**src/rtl/fx_seq_pkg.sv**
```systemverilog
// Package: opcode classes and the opcode values the sequencer decodes itself.
// Assumes an 8-bit opcode; all other instruction semantics live downstream.
package fx_seq_pkg;

    localparam int OP_W = 8;

    typedef enum logic [2:0] {
        K_ORD,
        K_STOP,
        K_MODE,
        K_DST,
        K_SRC,
        K_BOTH
    } op_kind_e;

    localparam logic [OP_W-1:0] OPC_STOP  = 8'h00;
    localparam logic [OP_W-1:0] OPC_MODEA = 8'h3D;
    localparam logic [OP_W-1:0] OPC_MODEB = 8'h3E;
    localparam logic [OP_W-1:0] OPC_MODEC = 8'h3F;
    localparam logic [3:0]      GRP_DST   = 4'h1;
    localparam logic [3:0]      GRP_BOTH  = 4'h2;
    localparam logic [3:0]      GRP_SRC   = 4'hB;

    // Sort an opcode into the class the sequencer acts on.
    function automatic op_kind_e classify(input logic [OP_W-1:0] op);
        op_kind_e k;
        if (op == OPC_STOP)                                   k = K_STOP;
        else if (op == OPC_MODEA || op == OPC_MODEB || op == OPC_MODEC) k = K_MODE;
        else if (op[7:4] == GRP_DST)                          k = K_DST;
        else if (op[7:4] == GRP_BOTH)                         k = K_BOTH;
        else if (op[7:4] == GRP_SRC)                          k = K_SRC;
        else                                                  k = K_ORD;
        return k;
    endfunction

endpackage

```
**src/rtl/fx_fetch_pipe.sv**
```systemverilog
// Fetch pipe: holds the program counter and the one-byte prefetch register.
// Assumes program memory returns the byte in the same cycle as the address.
// A start pulse primes the pipe from start_pc; each running step refills it.
module fx_fetch_pipe #(
    parameter int PC_W   = 16,
    parameter int BANK_W = 8,
    parameter int OP_W   = 8,
    localparam int AW    = BANK_W + PC_W
) (
    input  logic              clk,
    input  logic              rst_n,
    input  logic              start_i,
    input  logic [PC_W-1:0]   start_pc_i,
    input  logic              run_i,
    input  logic [BANK_W-1:0] bank_i,
    input  logic [OP_W-1:0]   mem_data_i,
    output logic [AW-1:0]     mem_addr_o,
    output logic [OP_W-1:0]   pipe_o
);

    logic [PC_W-1:0] pc_q;
    logic [OP_W-1:0] pipe_q;
    logic [PC_W-1:0] fetch_pc;

    // Offset used for this cycle's fetch: start address wins over the counter.
    always_comb fetch_pc = start_i ? start_pc_i : pc_q;

    assign mem_addr_o = {bank_i, fetch_pc};
    assign pipe_o     = pipe_q;

    // Load the pipe and advance the counter on start or on a running step.
    always_ff @(posedge clk) begin
        if (!rst_n) begin
            pc_q   <= '0;
            pipe_q <= '0;
        end else if (start_i || run_i) begin
            pipe_q <= mem_data_i;
            pc_q   <= fetch_pc + PC_W'(1);
        end
    end

endmodule

```
**src/rtl/fx_prefix_state.sv**
```systemverilog
// Prefix state: the two mode bits, the both-selected flag and register selects.
// Assumes step_i is high only for a running, non-start cycle. Prefix classes
// update state and suppress dispatch; ordinary and stop opcodes clear it.
module fx_prefix_state #(
    parameter int REG_W = 4,
    parameter int OP_W  = 8
) (
    input  logic             clk,
    input  logic             rst_n,
    input  logic             start_i,
    input  logic             step_i,
    input  logic [OP_W-1:0]  op_i,
    output logic             mode_a_o,
    output logic             mode_b_o,
    output logic             both_o,
    output logic [REG_W-1:0] src_o,
    output logic [REG_W-1:0] dst_o,
    output logic             dispatch_o,
    output logic             stop_o
);
    import fx_seq_pkg::*;

    op_kind_e kind;
    logic     mode_a_q, mode_b_q, both_q;
    logic [REG_W-1:0] src_q, dst_q;

    // Classify the byte currently in the pipe.
    always_comb kind = classify(op_i);

    // Dispatch and stop strobes for the current step.
    always_comb begin
        dispatch_o = step_i && (kind == K_ORD || kind == K_STOP);
        stop_o     = step_i && (kind == K_STOP);
    end

    // Accumulate prefixes; clear after an ordinary instruction or on start.
    always_ff @(posedge clk) begin
        if (!rst_n || start_i) begin
            mode_a_q <= 1'b0;
            mode_b_q <= 1'b0;
            both_q   <= 1'b0;
            src_q    <= '0;
            dst_q    <= '0;
        end else if (step_i) begin
            case (kind)
                K_MODE: begin
                    mode_a_q <= mode_a_q | op_i[0];
                    mode_b_q <= mode_b_q | op_i[1];
                end
                K_DST:  dst_q <= op_i[REG_W-1:0];
                K_SRC:  src_q <= op_i[REG_W-1:0];
                K_BOTH: begin
                    src_q  <= op_i[REG_W-1:0];
                    dst_q  <= op_i[REG_W-1:0];
                    both_q <= 1'b1;
                end
                default: begin
                    mode_a_q <= 1'b0;
                    mode_b_q <= 1'b0;
                    both_q   <= 1'b0;
                    src_q    <= '0;
                    dst_q    <= '0;
                end
            endcase
        end
    end

    assign mode_a_o = mode_a_q;
    assign mode_b_o = mode_b_q;
    assign both_o   = both_q;
    assign src_o    = src_q;
    assign dst_o    = dst_q;

endmodule

```
**src/rtl/fx_rom_track.sv**
```systemverilog
// Data read tracker: busy flag and buffer for reads triggered by register 14.
// Assumes the memory side answers each request with a single ack cycle.
module fx_rom_track #(
    parameter int DATA_W = 8
) (
    input  logic              clk,
    input  logic              rst_n,
    input  logic              req_i,
    input  logic              ack_i,
    input  logic [DATA_W-1:0] data_i,
    output logic              busy_o,
    output logic [DATA_W-1:0] buf_o
);

    logic              busy_q;
    logic [DATA_W-1:0] buf_q;

    // A new request sets busy; an ack on a pending read clears it.
    always_ff @(posedge clk) begin
        if (!rst_n)              busy_q <= 1'b0;
        else if (req_i)          busy_q <= 1'b1;
        else if (ack_i)          busy_q <= 1'b0;
    end

    // Capture returned data when a pending read is acknowledged.
    always_ff @(posedge clk) begin
        if (!rst_n)                 buf_q <= '0;
        else if (busy_q && ack_i)   buf_q <= data_i;
    end

    assign busy_o = busy_q;
    assign buf_o  = buf_q;

endmodule

```
**src/rtl/fx_fetch_seq.sv**
```systemverilog
// Top: prefixed instruction fetch sequencer. Owns the run flag, ties the fetch
// pipe, prefix state and data read tracker together, and forms the dispatch
// index and the status word. Assumes same-cycle program memory reads.
module fx_fetch_seq #(
    parameter int PC_W   = 16,
    parameter int BANK_W = 8,
    parameter int REG_W  = 4,
    localparam int OP_W  = 8,
    localparam int AW    = BANK_W + PC_W,
    localparam int IDX_W = OP_W + 2,
    localparam int ST_W  = 16
) (
    input  logic              clk,
    input  logic              rst_n,
    input  logic              start_i,
    input  logic [PC_W-1:0]   start_pc_i,
    input  logic [BANK_W-1:0] prog_bank_i,
    input  logic [BANK_W-1:0] rom_bank_i,
    output logic [AW-1:0]     pmem_addr_o,
    input  logic [OP_W-1:0]   pmem_data_i,
    input  logic [PC_W-1:0]   r14_i,
    output logic              rom_rd_o,
    output logic [AW-1:0]     rom_addr_o,
    input  logic              rom_ack_i,
    input  logic [OP_W-1:0]   rom_data_i,
    output logic [OP_W-1:0]   rom_buf_o,
    output logic              dispatch_valid_o,
    output logic [IDX_W-1:0]  dispatch_idx_o,
    output logic [REG_W-1:0]  src_sel_o,
    output logic [REG_W-1:0]  dst_sel_o,
    output logic [ST_W-1:0]   status_o
);

    localparam logic [REG_W-1:0] ROM_PTR_REG = REG_W'(14);

    logic            run_q;
    logic            step;
    logic [OP_W-1:0] pipe;
    logic            mode_a, mode_b, both;
    logic            dispatch, stop_hit, busy;

    // A running step happens whenever running and not being restarted.
    always_comb step = run_q && !start_i;

    // Run flag: set by start, cleared after a stop opcode is dispatched.
    always_ff @(posedge clk) begin
        if (!rst_n)        run_q <= 1'b0;
        else if (start_i)  run_q <= 1'b1;
        else if (stop_hit) run_q <= 1'b0;
    end

    fx_fetch_pipe #(.PC_W(PC_W), .BANK_W(BANK_W), .OP_W(OP_W)) u_pipe (
        .clk        (clk),
        .rst_n      (rst_n),
        .start_i    (start_i),
        .start_pc_i (start_pc_i),
        .run_i      (step),
        .bank_i     (prog_bank_i),
        .mem_data_i (pmem_data_i),
        .mem_addr_o (pmem_addr_o),
        .pipe_o     (pipe)
    );

    fx_prefix_state #(.REG_W(REG_W), .OP_W(OP_W)) u_prefix (
        .clk        (clk),
        .rst_n      (rst_n),
        .start_i    (start_i),
        .step_i     (step),
        .op_i       (pipe),
        .mode_a_o   (mode_a),
        .mode_b_o   (mode_b),
        .both_o     (both),
        .src_o      (src_sel_o),
        .dst_o      (dst_sel_o),
        .dispatch_o (dispatch),
        .stop_o     (stop_hit)
    );

    // Request a data read when an ordinary instruction writes register 14.
    always_comb rom_rd_o = dispatch && (dst_sel_o == ROM_PTR_REG);
    assign rom_addr_o = {rom_bank_i, r14_i};

    fx_rom_track #(.DATA_W(OP_W)) u_rom (
        .clk    (clk),
        .rst_n  (rst_n),
        .req_i  (rom_rd_o),
        .ack_i  (rom_ack_i),
        .data_i (rom_data_i),
        .busy_o (busy),
        .buf_o  (rom_buf_o)
    );

    // Dispatch outputs and the status word.
    always_comb begin
        dispatch_valid_o = dispatch;
        dispatch_idx_o   = {mode_b, mode_a, pipe};
        status_o         = '0;
        status_o[5]      = run_q;
        status_o[6]      = busy;
        status_o[8]      = mode_a;
        status_o[9]      = mode_b;
        status_o[12]     = both;
    end

endmodule

```
**config.mk**
```make
export PLATFORM = sky130hd
export DESIGN_NAME = fx_fetch_seq
export DESIGN_NICKNAME = d
export VERILOG_FILES = /design/src/rtl/fx_seq_pkg.sv /design/src/rtl/fx_fetch_pipe.sv /design/src/rtl/fx_prefix_state.sv /design/src/rtl/fx_rom_track.sv /design/src/rtl/fx_fetch_seq.sv
export SDC_FILE = /design/constraint.sdc
export NUM_CORES = 1
export LEC_CHECK = 0
export BUFFER_PORTS_ARGS = -buffer_cell sky130_fd_sc_hd__buf_2
export CORE_MARGIN = 3
export CORE_UTILIZATION = 46
export CTS_BUF_LIST = sky130_fd_sc_hd__clkbuf_8
export DETAILED_ROUTE_END_ITERATION = 6
export GPL_TIMING_DRIVEN = 0
export PLACE_DENSITY = 0.88
export SETUP_SLACK_MARGIN = 0.5
export SLEW_MARGIN = 10
export SYNTH_ARGS = -nofsm -noshare
export SYNTH_HDL_FRONTEND = slang
export SYNTH_SLANG_ARGS = --single-unit
```
**constraint.sdc**
```tcl
create_clock -name clk -period 2.4 [get_ports clk]
set_clock_uncertainty 0.15 [all_clocks]
set_input_delay 0.24 -clock clk [delete_from_list [all_inputs] [get_ports clk]]
set_output_delay 0.24 -clock clk [all_outputs]
set_load 0.05 [all_outputs]
```
# ---- Word-level counts from Yosys, hierarchy flattened
# Cells that the tools add are included.
dict set report classes {
  n_addsub 1
  n_mul 0
  div 0
  magnitude_cmp 0
  n_eq_ne 12
  n_shift 0
  mux 15
  bitwise_logic 6
  reduce_logical 26
}
# op n
set ops {}
lappend ops {{8-bit by 6-bit == test with 1-bit output, second input constant} 3}
lappend ops {{16-bit by 1-bit adder with 16-bit output, second input constant} 1}
lappend ops {{16-bit 2-to-1 mux} 1}
lappend ops {{4-bit case mux with 2 select lines} 2}
lappend ops {{3-bit 2-to-1 mux} 5}
lappend ops {{4-bit == test, second input constant} 2}
lappend ops {{8-bit zero test} 1}
lappend ops {{2-bit AND reduction} 4}
lappend ops {{2-bit OR reduction} 4}
lappend ops {{3-bit by 2-bit == test with 1-bit output, second input constant} 2}
lappend ops {{3-bit == test, second input constant} 2}
lappend ops {{1-bit case mux with 2 select lines} 3}
lappend ops {{3-bit OR reduction} 2}
lappend ops {{1-bit logical AND} 5}
lappend ops {{1-bit logical OR} 5}
lappend ops {{4-bit by 1-bit == test with 1-bit output, second input constant} 1}
lappend ops {{4-bit by 2-bit == test with 1-bit output, second input constant} 1}
lappend ops {{1-bit 2-to-1 mux} 4}
lappend ops {{1-bit NOT} 4}
lappend ops {{2-bit nonzero test} 2}
lappend ops {{3-bit by 1-bit == test with 1-bit output, second input constant} 1}
lappend ops {{3-bit zero test} 1}
lappend ops {{1-bit zero test} 2}
lappend ops {{1-bit OR} 2}
dict set report totals {
  ff_bits 45
  latchBits 0
  ram_bits 0
  rom_bits 0
  inputBits 68
  out_inout_bits 92
  wordCells 70
  n_memories 0
}

# ---- Longest topological paths before layout
# Gate-level depths: netlist (run 1).
dict set report logic_depth {
  depth_word 11
  ltp_mapped 12
  mapped_depth_nobuf 8
}

# ---- Cells and area by module
# Synthesis (run 1) repeated with hierarchy kept, for this count alone.
dict set report unflattened {
  hier_cells 337
  hier_area_um2 2915.3
}
# module instances cells_per_inst area_each_um2 seq_area_each_um2
set by_module_without_submodules {}
lappend by_module_without_submodules {fx_fetch_pipe 1 183 1554.0 480.5}
lappend by_module_without_submodules {fx_prefix_state 1 64 586.8 220.2}
lappend by_module_without_submodules {fx_rom_track 1 41 397.9 180.2}
lappend by_module_without_submodules {fx_fetch_seq 1 49 376.6 20.0}

# ---- Least setup slack after synthesis (run 1)
# No wires, ideal clock.
dict set report synth_timing {
  kind {input port to flip-flop}
  startpoint {input start_i}
  endpoint {register u_pipe.pc_q[8]}
  setup_time_ns 0.122
  t_arrival_ns 3.153
  t_required_ns 2.128
  setup_slack_ns -1.025
  cell_stages 10
  n_path_buf 4
  cell_sequence {buf_6 > buf_8 > buf_4 > buf_4 > o21ai_0 > ha_1 > inv_1 > a211oi_4 > a211oi_1 > a311o_1}
}
dict set report synth_between {
  word_cells_on_any_way 5
}
# item line
set synth_rtl {}
lappend synth_rtl {{from (decl)} fx_fetch_seq.sv:15} ;# input logic start_i,
lappend synth_rtl {{16-bit 2-to-1 mux} fx_fetch_pipe.sv:26} ;# always_comb fetch_pc = start_i ? start_pc_i : pc_q;
lappend synth_rtl {{named net pmem_addr_o[0]} fx_fetch_seq.sv:19} ;# output logic [AW-1:0] pmem_addr_o,
lappend synth_rtl {{16-bit by 1-bit adder with 16-bit output} fx_fetch_pipe.sv:38} ;# pc_q <= fetch_pc + PC_W'(1);
lappend synth_rtl {{to (signal assigned)} fx_fetch_pipe.sv:38}
lappend synth_rtl {{to (decl)} fx_fetch_pipe.sv:21} ;# logic [PC_W-1:0] pc_q;
# The timed path passes the listed nets, and every way through them passes these cells.
# A chain may end at the register's enable or synchronous reset.

# ---- Worst setup path after layout (run 1)
dict set report layout_timing {
  startpoint {register u_pipe.pipe_q[4] (netlist: u_pipe.pipe_o[4])}
  endpoint {output dispatch_valid_o}
}
dict set report layout_between {
  elab_chain_len 9
  word_cells_on_any_way 18
}
# item line
set layout_lines {}
lappend layout_lines {{from (decl)} fx_fetch_pipe.sv:22} ;# logic [OP_W-1:0] pipe_q;
lappend layout_lines {{from (signal assigned)} fx_fetch_pipe.sv:37} ;# pipe_q <= mem_data_i;
lappend layout_lines {{4-bit == test} fx_seq_pkg.sv:31} ;# else if (op[7:4] == GRP_SRC) k = K_SRC;
lappend layout_lines {{3-bit 2-to-1 mux} fx_seq_pkg.sv:31}
lappend layout_lines {{3-bit 2-to-1 mux} fx_seq_pkg.sv:30} ;# else if (op[7:4] == GRP_BOTH) k = K_BOTH;
lappend layout_lines {{3-bit 2-to-1 mux} fx_seq_pkg.sv:29} ;# else if (op[7:4] == GRP_DST) k = K_DST;
lappend layout_lines {{3-bit 2-to-1 mux} fx_seq_pkg.sv:28} ;# else if (op == OPC_MODEA || op == OPC_MODEB || op == OPC_MODEC) k = K_MODE;
lappend layout_lines {{3-bit 2-to-1 mux *} fx_seq_pkg.sv:27} ;# if (op == OPC_STOP) k = K_STOP;
lappend layout_lines {{3-bit by 1-bit == test with 1-bit output or 3-bit zero test (tied branches)} fx_prefix_state.sv:32} ;# dispatch_o = step_i && (kind == K_ORD || kind == K_STOP);
lappend layout_lines {{1-bit logical OR *} fx_prefix_state.sv:32}
lappend layout_lines {{1-bit logical AND *} fx_prefix_state.sv:32}
lappend layout_lines {{to (decl)} fx_fetch_seq.sv:27} ;# output logic dispatch_valid_o,
# Mark *: on every way between the ends. The rest lies on a longest branch, timed or not.

==> metrics.txt, run 1 <==
status=finished, final reports clean; Slew Limit Fails=0; pwr/cell area=534 nW/µm²; Lkg Pwr=1.87 nW; Slew Limit Headroom=roughly 57%; GR met3 Demand/Resource=between 5 and 6%; dpl hpwl=approximately 5900 µm; Layout Cells excl Fill=545; Remaining Overflow, GRT=0; Critical Path End Type=output pin; crit path launch=u_pipe.pipe_o[4]; final wirelength=7700 µm; Top cell by count, worst path=buf_6; post-layout minimum cycle time=1.92 ns; routing usage on met1=roughly a quarter; layout cells sized above 1=between 40% and 50%; IO Count=160; nets@finish=541; Synth-to-Final Area Change=36.4%; root buf cell=clkbuf_8; met2 Use GR=approximately 40%; top cells by area, synth=dfxtp_1, buf_4, nand2_1, a21oi_1, nand3_1; die area=between 6000 and 7000 µm²; PortBufs=around 110; main flop type after synthesis=dfxtp_1; GPL Wtd Cong=0.895; Final Hold Slack=0.0118 ns; RSZ-0062 raised after global routing=yes; setup violators final=0; Setup CP Type=flip-flop to output pin; fmax=between 0.5 and 0.6 GHz; starting density of the core=48.7%; Post-synth EDFFs=0; Clock Pin Slew Worst Setup and Hold Paths=0.09 ns; count of state elements after synthesis=45; setup ws final=0.475 ns; Tcrit/Tclk final=80.2%; CP cell instances=buf_6 > nand2_4 > nor3_4 > nand2_2 > and2_2 > buf_6; pre-CTS setup slack=0.102 ns; CTS buffer count=5; Mapped Cells=332; Critical Path End=dispatch_valid_o; gr busiest metal=met2; synthesized area=2770 µm²; synth unique cells=58; sequential element share of the synthesized area=32.6%; Ant. Diodes=0; setup TNS=0 ns; H-tree depth=2; Residual DRC=0; Tightest Pin Transition=0.635 ns; fraction of registers with async set/reset=0%; WP data required=2.01 ns; CP max FO=7; post-route ant nets=0; Peak VDD IR=approximately 0.33 mV; First DRT Iteration DRCs=158; average cell area after synthesis=roughly 8.3 µm²; slowest stage delay, CP=0.35 ns; top cell type by total area after synthesis=dfxtp_1; CP max stage cell=dfxtp_2; All-Layer GR Usage=roughly 21%; total number of vias=2,719; Sink Count=45; Avg Vias per Cell=~5; TritonRoute pass-1 iters=4; r2r startpoint=u_pipe.pipe_o[5]; post-synth top area share=32.6%; CTS tree=built; initial antenna violation count=0; crit path DAT=1.53 ns; Routed wire per std cell=14.1 µm; final hold vios=0; Reg2Reg Depth=6; vias in the first global route=2,648; R2R setup slack=about 0.57 ns; crit path launch type=flip-flop; clk_lat worst skew=0.30 ns; Max Cap Violations=0; Layout fillers=478; FF-to-FF End=u_prefix.dst_o[2]; Yosys warnings=0; largest net degree at the start of global routing=16; hold crit path type=input port to flip-flop; clock buffer depth=2; CORE AREA=5680 µm²; Die Span X=83.5 µm; die extent in y=approximately 84 µm; first-pass GRT wire length=12,400 µm; Core Rows=27; placed insts=527
-- placed cells by master, fill, tap and decap left out, types with 7 or more instances in the layout --
| cell | instances |
|---|---|
| nand2b_1 | 7 |
| clkbuf_1 | 9 |
| buf_2 | 113 |
| buf_4 | 59 |
| xnor2_1 | 8 |
| nand2_1 | 49 |
| inv_1 | 10 |
| dfxtp_1 | 35 |
| dfxtp_2 | 9 |
| nor2_1 | 13 |
| conb_1 | 11 |
| nand3_1 | 20 |
| a21oi_1 | 27 |
| mux2i_1 | 9 |
-- worst max-delay path, delay by kind of cell (launching register included) --
family | cells | cell delay [ns]
buffers and inverters | 2 | 0.28
AND/OR/NAND/NOR | 4 | 0.61
flip-flops | 1 | 0.35
-- per-layer routing --
| metal | vias up | share of wire, % |
|---|---|---|
| li1 | 1359 | - |
| met1 | 1238 | 40 |
| met2 | 112 | 52 |
| met3 | 10 | 7.4 |
| met4 | 0 | 0.79 |
| met5 | - | 0 |
-- cells in the mapped netlist (2+ instances only) --
| cell type | n |
|---|---|
| o21ai_1 | 5 |
| a211oi_1 | 3 |
| nand3_2 | 2 |
| nand4b_4 | 2 |
| dfxtp_1 | 45 |
| nand2b_1 | 7 |
| o21ai_0 | 3 |
| nor3_1 | 4 |
| nand3_1 | 20 |
| buf_2 | 4 |
| a311o_1 | 2 |
| nor2_1 | 13 |
| o22ai_1 | 2 |
| inv_1 | 11 |
| nand4_1 | 5 |
| a41oi_1 | 2 |
| a21o_1 | 3 |
| clkbuf_1 | 9 |
| a21oi_1 | 27 |
| xnor2_1 | 8 |
| xor2_1 | 3 |
| nor2b_1 | 2 |
| buf_4 | 52 |
| o21a_1 | 2 |
| nand2_1 | 51 |
| mux2_2 | 5 |
| mux2i_1 | 9 |
-- stage by stage --
stage / area [µm²] / utilization [%] / total power, mW
after global routing: 3770 / 66.5 / 2.11
final: 3770 / 66.5 / 2.02
after detailed placement: 3520 / 62.1 / 1.52
after CTS: 3730 / 65.7 / 2.02
after floorplan: 2870 / - / 1.38
after global placement: 3520 / 62.1 / 1.51
-- registers in the layout, indices dropped and copies added (netlist names) --
register           cells
run_q                  1
u_pipe.pc_q           16
u_pipe.pipe_o          8
u_prefix.both_o        1
u_prefix.dst_o         4
u_prefix.mode_a_o      1
u_prefix.mode_b_o      1
u_prefix.src_o         4
u_rom.buf_o            8
u_rom.busy_o           1
-- power breakdown --
group | internal, mW | total (mW) | switching [mW]
Combinational | 0.233 | 0.710 | 0.478
Clock | 0.207 | 0.482 | 0.275
Sequential | 0.783 | 0.823 | 0.0399
Total | 1.22 | 2.02 | 0.793
-- cells by family after synthesis --
| kind of cell | after synthesis | share of synthesized area [%] |
|---|---|---|
| adders and majority gates | 1 | 0.452 |
| other | 1 | 0.136 |
| muxes | 16 | 6.61 |
| and+or+nand+nor | 115 | 21.1 |
| xor gates and xnor gates | 11 | 3.48 |
| buffers and inverters | 79 | 18.6 |
| DFF | 45 | 32.6 |
| AOI/OAI and AO/OA | 64 | 17.0 |
-- timing repair --
item / in CTS / in global routing
buffers inserted: 6 / 4
resized for setup: 20 / 5
hold buffers: 0 / 0
pin swaps: 4 / 9
endpoints found under the setup margin: 7 / 8
-- how the worst min path moves through the flow --
stage / endpoint / cells past startpoint / start / slack, ns
3_5_place_dp: u_pipe.pc_q[11] / 2 / u_pipe.pc_q[11] / 0.29
6_report: u_pipe.pipe_o[2] / 3 / pmem_data_i[2] / 0.01
4_1_cts: u_pipe.pipe_o[0] / 3 / pmem_data_i[0] / 0.008
2_1_floorplan: u_pipe.pipe_o[0] / 2 / pmem_data_i[0] / 0.22
3_3_place_gp: u_pipe.pc_q[11] / 2 / u_pipe.pc_q[11] / 0.29
5_1_grt: u_pipe.pipe_o[2] / 3 / pmem_data_i[2] / 0.007
-- cell type report --
cell class              count  area [µm²]  area share, %
plain buffers              67         522           13.8
repair buffers            123         661           17.5
clock inverters             3        21.3          0.564
well taps                  72        90.1           2.39
multi-input cells         218        1450           38.3
inverters                  12        47.5           1.26
clock buffers               5        68.8           1.82
flip-flops and latches     45         916           24.3
(Power assumes the default switching activity.)
==> inputs of run 2 (changes only) <==
==> constraint.sdc (replaced) <==
create_clock -name clk -period 2 [get_ports clk]
set_clock_uncertainty 0.15 [all_clocks]
set_input_delay 0.2 -clock clk [delete_from_list [all_inputs] [get_ports clk]]
set_output_delay 0.2 -clock clk [all_outputs]
set_load 0.05 [all_outputs]
==> metrics.txt, run 2 (synthesis results as in run 1) <==
layout cells sized above 1=64.2% (+16 points); IO Count=160 (unchanged); post-route ant nets=0 (unchanged); Largest register FFs=16 (unchanged); critical path's top delay family=simple AND/OR/NAND/NOR gates; All-Layer GR Usage=24.3% (+2.9 points); Final Hold Slack=-0.00351 ns (-0.0153 ns); Core Rows=27 (unchanged); failing checks=negative hold slack; H-tree depth=2 (unchanged); nets@finish=602 (+11%); Remaining Overflow, GRT=0 (unchanged); Ant. Diodes=0 (unchanged); clk_lat worst skew=0.31 ns (about the same); first-pass GRT wire length=13,900 µm (+12%); hold crit path type=input port to flip-flop; CP max FO=5 (-2); CTS buffer count=5 (unchanged); clock buffer depth=2 (unchanged); CORE AREA=5680 µm² (unchanged); final hold vios=2 (+2); First DRT Iteration DRCs=183 (+16%); WP data required=1.65 ns (-0.36 ns); Top reg by flops=u_pipe.pc_q; Layout fillers=284 (-41%); Clock Pin Slew Worst Setup and Hold Paths=0.09 ns (about the same); Slew Limit Fails=0 (unchanged); Peak VDD IR=0.399 mV (+20%); status=finished with violations; total number of vias=3,249 (+19%); final wirelength=10,900 µm (+41%); Max Cap Violations=0 (unchanged); Synth-to-Final Area Change=78.1%; Sink Count=45 (unchanged); Avg Vias per Cell=5.36 (+7.5%); Routed wire per std cell=17.9 µm (+27%); crit path launch type=flip-flop; Top cell by count, worst path=buf_6; GPL Wtd Cong=0.889 (-0.66%); largest net degree at the start of global routing=15 (-1); CP max stage cell=dfxtp_4; Layout Cells excl Fill=606 (+11%); dpl hpwl=5960 µm (+1.9%); Area after DPL=3600 µm² (+2.2%); cell area after layout=4930 µm² (+31%); TritonRoute pass-1 iters=5 (+1); PortBufs=113 (unchanged); fmax=0.522 GHz; Tcrit/Tclk final=95.8%; setup violators final=0 (unchanged); Die Span X=83.5 µm (unchanged); commonest non-fill, non-tap cell in the layout=buf_2; crit path DAT=1.57 ns (+0.04 ns); RSZ-0062 raised after global routing=yes; Power, Total=2.91 mW (+45%); final core occ=86.8% (+20 points); CTS tree=built; Crit path buffers/inverters=3 (+1); Tightest Pin Transition=0.605 ns (-0.0302 ns); post-layout minimum cycle time=1.92 ns; placed insts=527 (unchanged); starting density of the core=48.7% (unchanged); Residual DRC=0 (unchanged); die area=6980 µm² (unchanged); CP cell instances=buf_6 > buf_6 > nand2_4 > nor3_4 > nand2_2 > and3_4 > buf_8; Setup CP Type=flip-flop to output pin; die extent in y=83.5 µm (unchanged); Slew Limit Headroom=59.4% (+2.0 points); initial antenna violation count=0 (unchanged); setup TNS=0 ns (unchanged); vias in the first global route=2,927 (+11%); most frequent cells in the layout=buf_2, buf_4, nand2_1, buf_6, dfxtp_1; root buf cell=clkbuf_8; Critical Path End Type=output pin; slowest stage delay, CP=0.35 ns (about the same); Lkg Pwr=2.37 nW (+26%); pwr/cell area=591 nW/µm² (+11%)
==> run 2: through the flow <==
step	setup WS [ns]	hold WS, ns
finish	0.0831	-0.00351
floorplan	-0.223	0.180
global route	0.0212	0.00146
CTS	0.0867	0.00232
global placement	-0.220	0.288
detailed placement	-0.299	0.292
==> run 2: area by class of cell <==
cell class / instances / area [µm²] / area share (%)
tap: 72 / 90.1 / 1.83
inverter: 12 / 50.0 / 1.02
multi-input combinational: 218 / 1740 / 35.2
sequential: 45 / 947 / 19.2
buffer: 67 / 577 / 11.7
timing repair buffer: 184 / 1420 / 28.7
clock buffer: 5 / 68.8 / 1.40
clock inverter: 3 / 42.5 / 0.864
==> run 2: worst paths after layout <==
kind	startpoint	to	slack (ns)	depth (start not counted)
max	u_pipe.pipe_o[5]	rom_rd_o	0.08	7
min	rom_data_i[4]	u_rom.buf_o[4]	-0.004	3
max reg2reg	u_pipe.pipe_o[5]	u_prefix.dst_o[2]	0.17	9
min reg2reg	u_rom.buf_o[7]	u_rom.buf_o[7]	0.31	2
==> run 2: worst reg2reg max path: stages (launching register included) <==
cell and delay (ns):
dfxtp_4 0.35, buf_6 0.12, buf_6 0.11, nand2_4 0.07
nor3_4 0.05, buf_4 0.14, buf_6 0.12, a21oi_2 0.29
nand3_1 0.14, a21oi_1 0.22
==> run 2: report_power, final <==
part / internal (mW) / leakage, nW / switching [mW]
registers: 0.939 / 0.377 / 0.0571
clock network: 0.370 / 0.0595 / 0.338
logic: 0.513 / 1.93 / 0.695
total: 1.82 / 2.37 / 1.09
==> run 2: what timing repair did <==
| item | CTS | global route |
|---|---|---|
| buffers inserted | 28 | 31 |
| hold buffers | 9 | 1 |
| gates cloned | 0 | 2 |
| pin swaps | 27 | 23 |
| endpoints found under the setup margin | 54 | 62 |
| endpoints found under the hold margin | 9 | 1 |
| resized for setup | 92 | 85 |
==> run 2: metal layers <==
metal / vias to the layer above / GRT usage (%) / routed length (µm)
met5: - / 0 / 0
met4: 0 / 6.87 / 476
met3: 47 / 6.02 / 832
met2: 191 / 46.9 / 5770
met1: 1528 / 26.0 / 3790
li1: 1483 / - / -
==> inputs of run 3 (changes only) <==
--- a/config.mk
+++ b/config.mk
@@ -7,11 +7,12 @@
 export LEC_CHECK = 0
 export BUFFER_PORTS_ARGS = -buffer_cell sky130_fd_sc_hd__buf_2
 export CORE_MARGIN = 3
-export CORE_UTILIZATION = 46
-export CTS_BUF_LIST = sky130_fd_sc_hd__clkbuf_8
+export CORE_UTILIZATION = 40
+export CTS_BUF_LIST = sky130_fd_sc_hd__clkbuf_4 sky130_fd_sc_hd__clkbuf_8 sky130_fd_sc_hd__clkbuf_16
 export DETAILED_ROUTE_END_ITERATION = 6
 export GPL_TIMING_DRIVEN = 0
-export PLACE_DENSITY = 0.88
+export HOLD_SLACK_MARGIN = 0.06
+export PLACE_DENSITY = 0.81
 export SETUP_SLACK_MARGIN = 0.5
 export SLEW_MARGIN = 10
 export SYNTH_ARGS = -nofsm -noshare
==> constraint.sdc (replaced) <==
create_clock -name clk -period 1.6 [get_ports clk]
set_clock_uncertainty 0.15 [all_clocks]
set_input_delay 0.16 -clock clk [delete_from_list [all_inputs] [get_ports clk]]
set_output_delay 0.16 -clock clk [all_outputs]
set_load 0.05 [all_outputs]
==> metrics.txt, run 3 (synthesis results as in run 1) <==
status=finished with violations; failing checks=negative setup slack; die area=7950 µm² (+14%); largest net degree at the start of global routing=15 (unchanged); root buf cell=clkbuf_8; CP cell instances=buf_6 > buf_12 > nand2_8 > nor3_4 > nand2_2 > and3_4 > buf_8; PortBufs=113 (unchanged); Tcrit/Tclk final=125%; clk_lat worst skew=0.33 ns (+0.02 ns); Die Span X=89.1 µm (+6.7%); vias in the first global route=3,324 (+14%); Peak VDD IR=0.607 mV (+52%); Avg Vias per Cell=5.80 (+8.1%); crit path DAT=1.69 ns (+0.12 ns); crit path launch type=flip-flop; most frequent cells in the layout=buf_4, buf_2, buf_8, buf_6, nand2_1; post-route ant nets=0 (unchanged); slowest stage delay, CP=0.36 ns (about the same); Area after DPL=3630 µm² (+0.94%); Synth-to-Final Area Change=121%; Crit path buffers/inverters=3 (unchanged); fmax=between 0.4 and 0.5 GHz; Slew Limit Fails=0 (unchanged); cell area after layout=6110 µm² (+24%); Tightest Pin Transition=0.765 ns (+0.160 ns); hold crit path type=input port to flip-flop; Largest register FFs=16 (unchanged); Lkg Pwr=2.78 nW (+17%); total number of vias=3,803 (+17%); die extent in y=89.1 µm (+6.7%); final hold vios=0 (-2); critical path's top delay family=simple AND/OR/NAND/NOR gates; pre-CTS setup slack=-0.611 ns (-0.311 ns); Core Rows=29 (+7.4%); clock buffer depth=2 (unchanged); setup ws final=-0.400 ns (-0.483 ns); All-Layer GR Usage=26.8% (+2.5 points); Layout Cells excl Fill=656 (+8.3%); first-pass GRT wire length=16,300 µm (+17%); Sink Count=45 (unchanged); CP max FO=5 (unchanged); IO Count=160 (unchanged); placed insts=532 (+0.95%); Max Cap Violations=0 (unchanged); CTS buffer count=5 (unchanged); Slew Limit Headroom=49.0% (-10 points); Storage cell area=998 µm² (+5.4%); layout cells sized above 1=79.4% (+15 points); Top reg by flops=u_pipe.pc_q; area of the multi-input gates=2050 µm² (+18%); final wirelength=16,200 µm (+49%); Setup CP Type=flip-flop to output pin; First DRT Iteration DRCs=352 (+92%); WP data required=1.29 ns (-0.36 ns); pwr/cell area=665 nW/µm² (+12%); dpl hpwl=6110 µm (+2.4%); setup violators final=41 (+41); post-layout minimum cycle time=2.00 ns; RSZ-0062 raised after global routing=yes; CORE AREA=6530 µm² (+15%); Clock Pin Slew Worst Setup and Hold Paths=0.10 ns (about the same); Routed wire per std cell=24.7 µm (+38%); GPL Wtd Cong=0.844 (-5.0%); starting density of the core=42.3% (-6.4 points); TritonRoute pass-1 iters=5 (unchanged); CP max stage cell=dfxtp_4; Remaining Overflow, GRT=0 (unchanged); Residual DRC=0 (unchanged); H-tree depth=2 (unchanged); CTS tree=built; Critical Path End Type=output pin; initial antenna violation count=1 (+1); commonest non-fill, non-tap cell in the layout=buf_4; nets@finish=646 (+7.3%); Layout fillers=182 (-36%)
-- run 3: cell count changes in the layout (fill, tap and decap cells not counted), moves of 12 or more --
cell     previous run  this run
buf_8              12        54
dfxtp_1            24         3
nand2_1            40        26
buf_2              94        65
buf_6              32        48
a21oi_1            21         9
-- run 3: worst paths after layout --
kind,cells after the start,endpoint,from,slack (ns)
worst max-delay path,7,rom_rd_o,u_pipe.pipe_o[5],-0.40
worst max register to register,8,u_prefix.mode_a_o,u_pipe.pipe_o[5],-0.29
worst min-delay path,3,u_pipe.pc_q[0],start_pc_i[0],0.09
worst min register to register,2,u_rom.buf_o[6],u_rom.buf_o[6],0.34
-- run 3: area by class of cell --
class | instances | share of cell area (%)
repair buffers | 228 | 35.4
well taps | 77 | 1.58
multi-input cells | 218 | 33.5
diodes | 1 | 0.0409
flip-flops and latches | 45 | 16.3
inverters | 12 | 0.941
clock inverters | 2 | 0.573
clock buffers | 6 | 1.25
plain buffers | 67 | 10.4
-- run 3: worst reg2reg max path, stage by stage (launching register included) --
cell and delay (ns):
dfxtp_4 0.35, buf_6 0.13, xnor2_2 0.23, a21oi_2 0.09, o21a_2 0.23, buf_4 0.15
buf_6 0.12, a21o_4 0.25, nor2_2 0.14
-- run 3: per-stage QoR --
step | setup TNS, ns | util, % | hold slack (ns) | power, mW
6_report | -6.24 | 93.6 | 0.0943 | 4.06
5_1_grt | -7.55 | 93.6 | 0.121 | 4.16
4_1_cts | -1.95 | 81.0 | 0.0574 | 3.60
3_5_place_dp | -4.33 | 55.6 | 0.259 | 2.32
3_3_place_gp | -3.83 | 55.6 | 0.251 | 2.30
2_1_floorplan | -3.59 | - | 0.140 | 2.10
-- run 3: power by group --
group | leakage (nW) | switching [mW] | internal (mW) | total [mW]
clock | 0.0586 | 0.465 | 0.482 | 0.947
sequential | 0.391 | 0.0818 | 1.16 | 1.25
combinational | 2.33 | 1.05 | 0.827 | 1.87
-- run 3: repair_timing --
item,in CTS,in global routing
hold buffers,16,0
hold endpoints to repair,17,0
buffers inserted,56,41
endpoints found under the setup margin,94,94
gates resized for setup,269,130
pin swaps,36,49
gates cloned,0,2
-- run 3: layer usage --
layer  vias to the layer above  GRT usage (%)  wire length (µm)
met1                      1811           29.5              5370
met2                       307           49.4              8180
li1                       1571              -                 -
met4                         0           12.6              1250
met3                       114           4.79              1390
met5                         -              0                 0
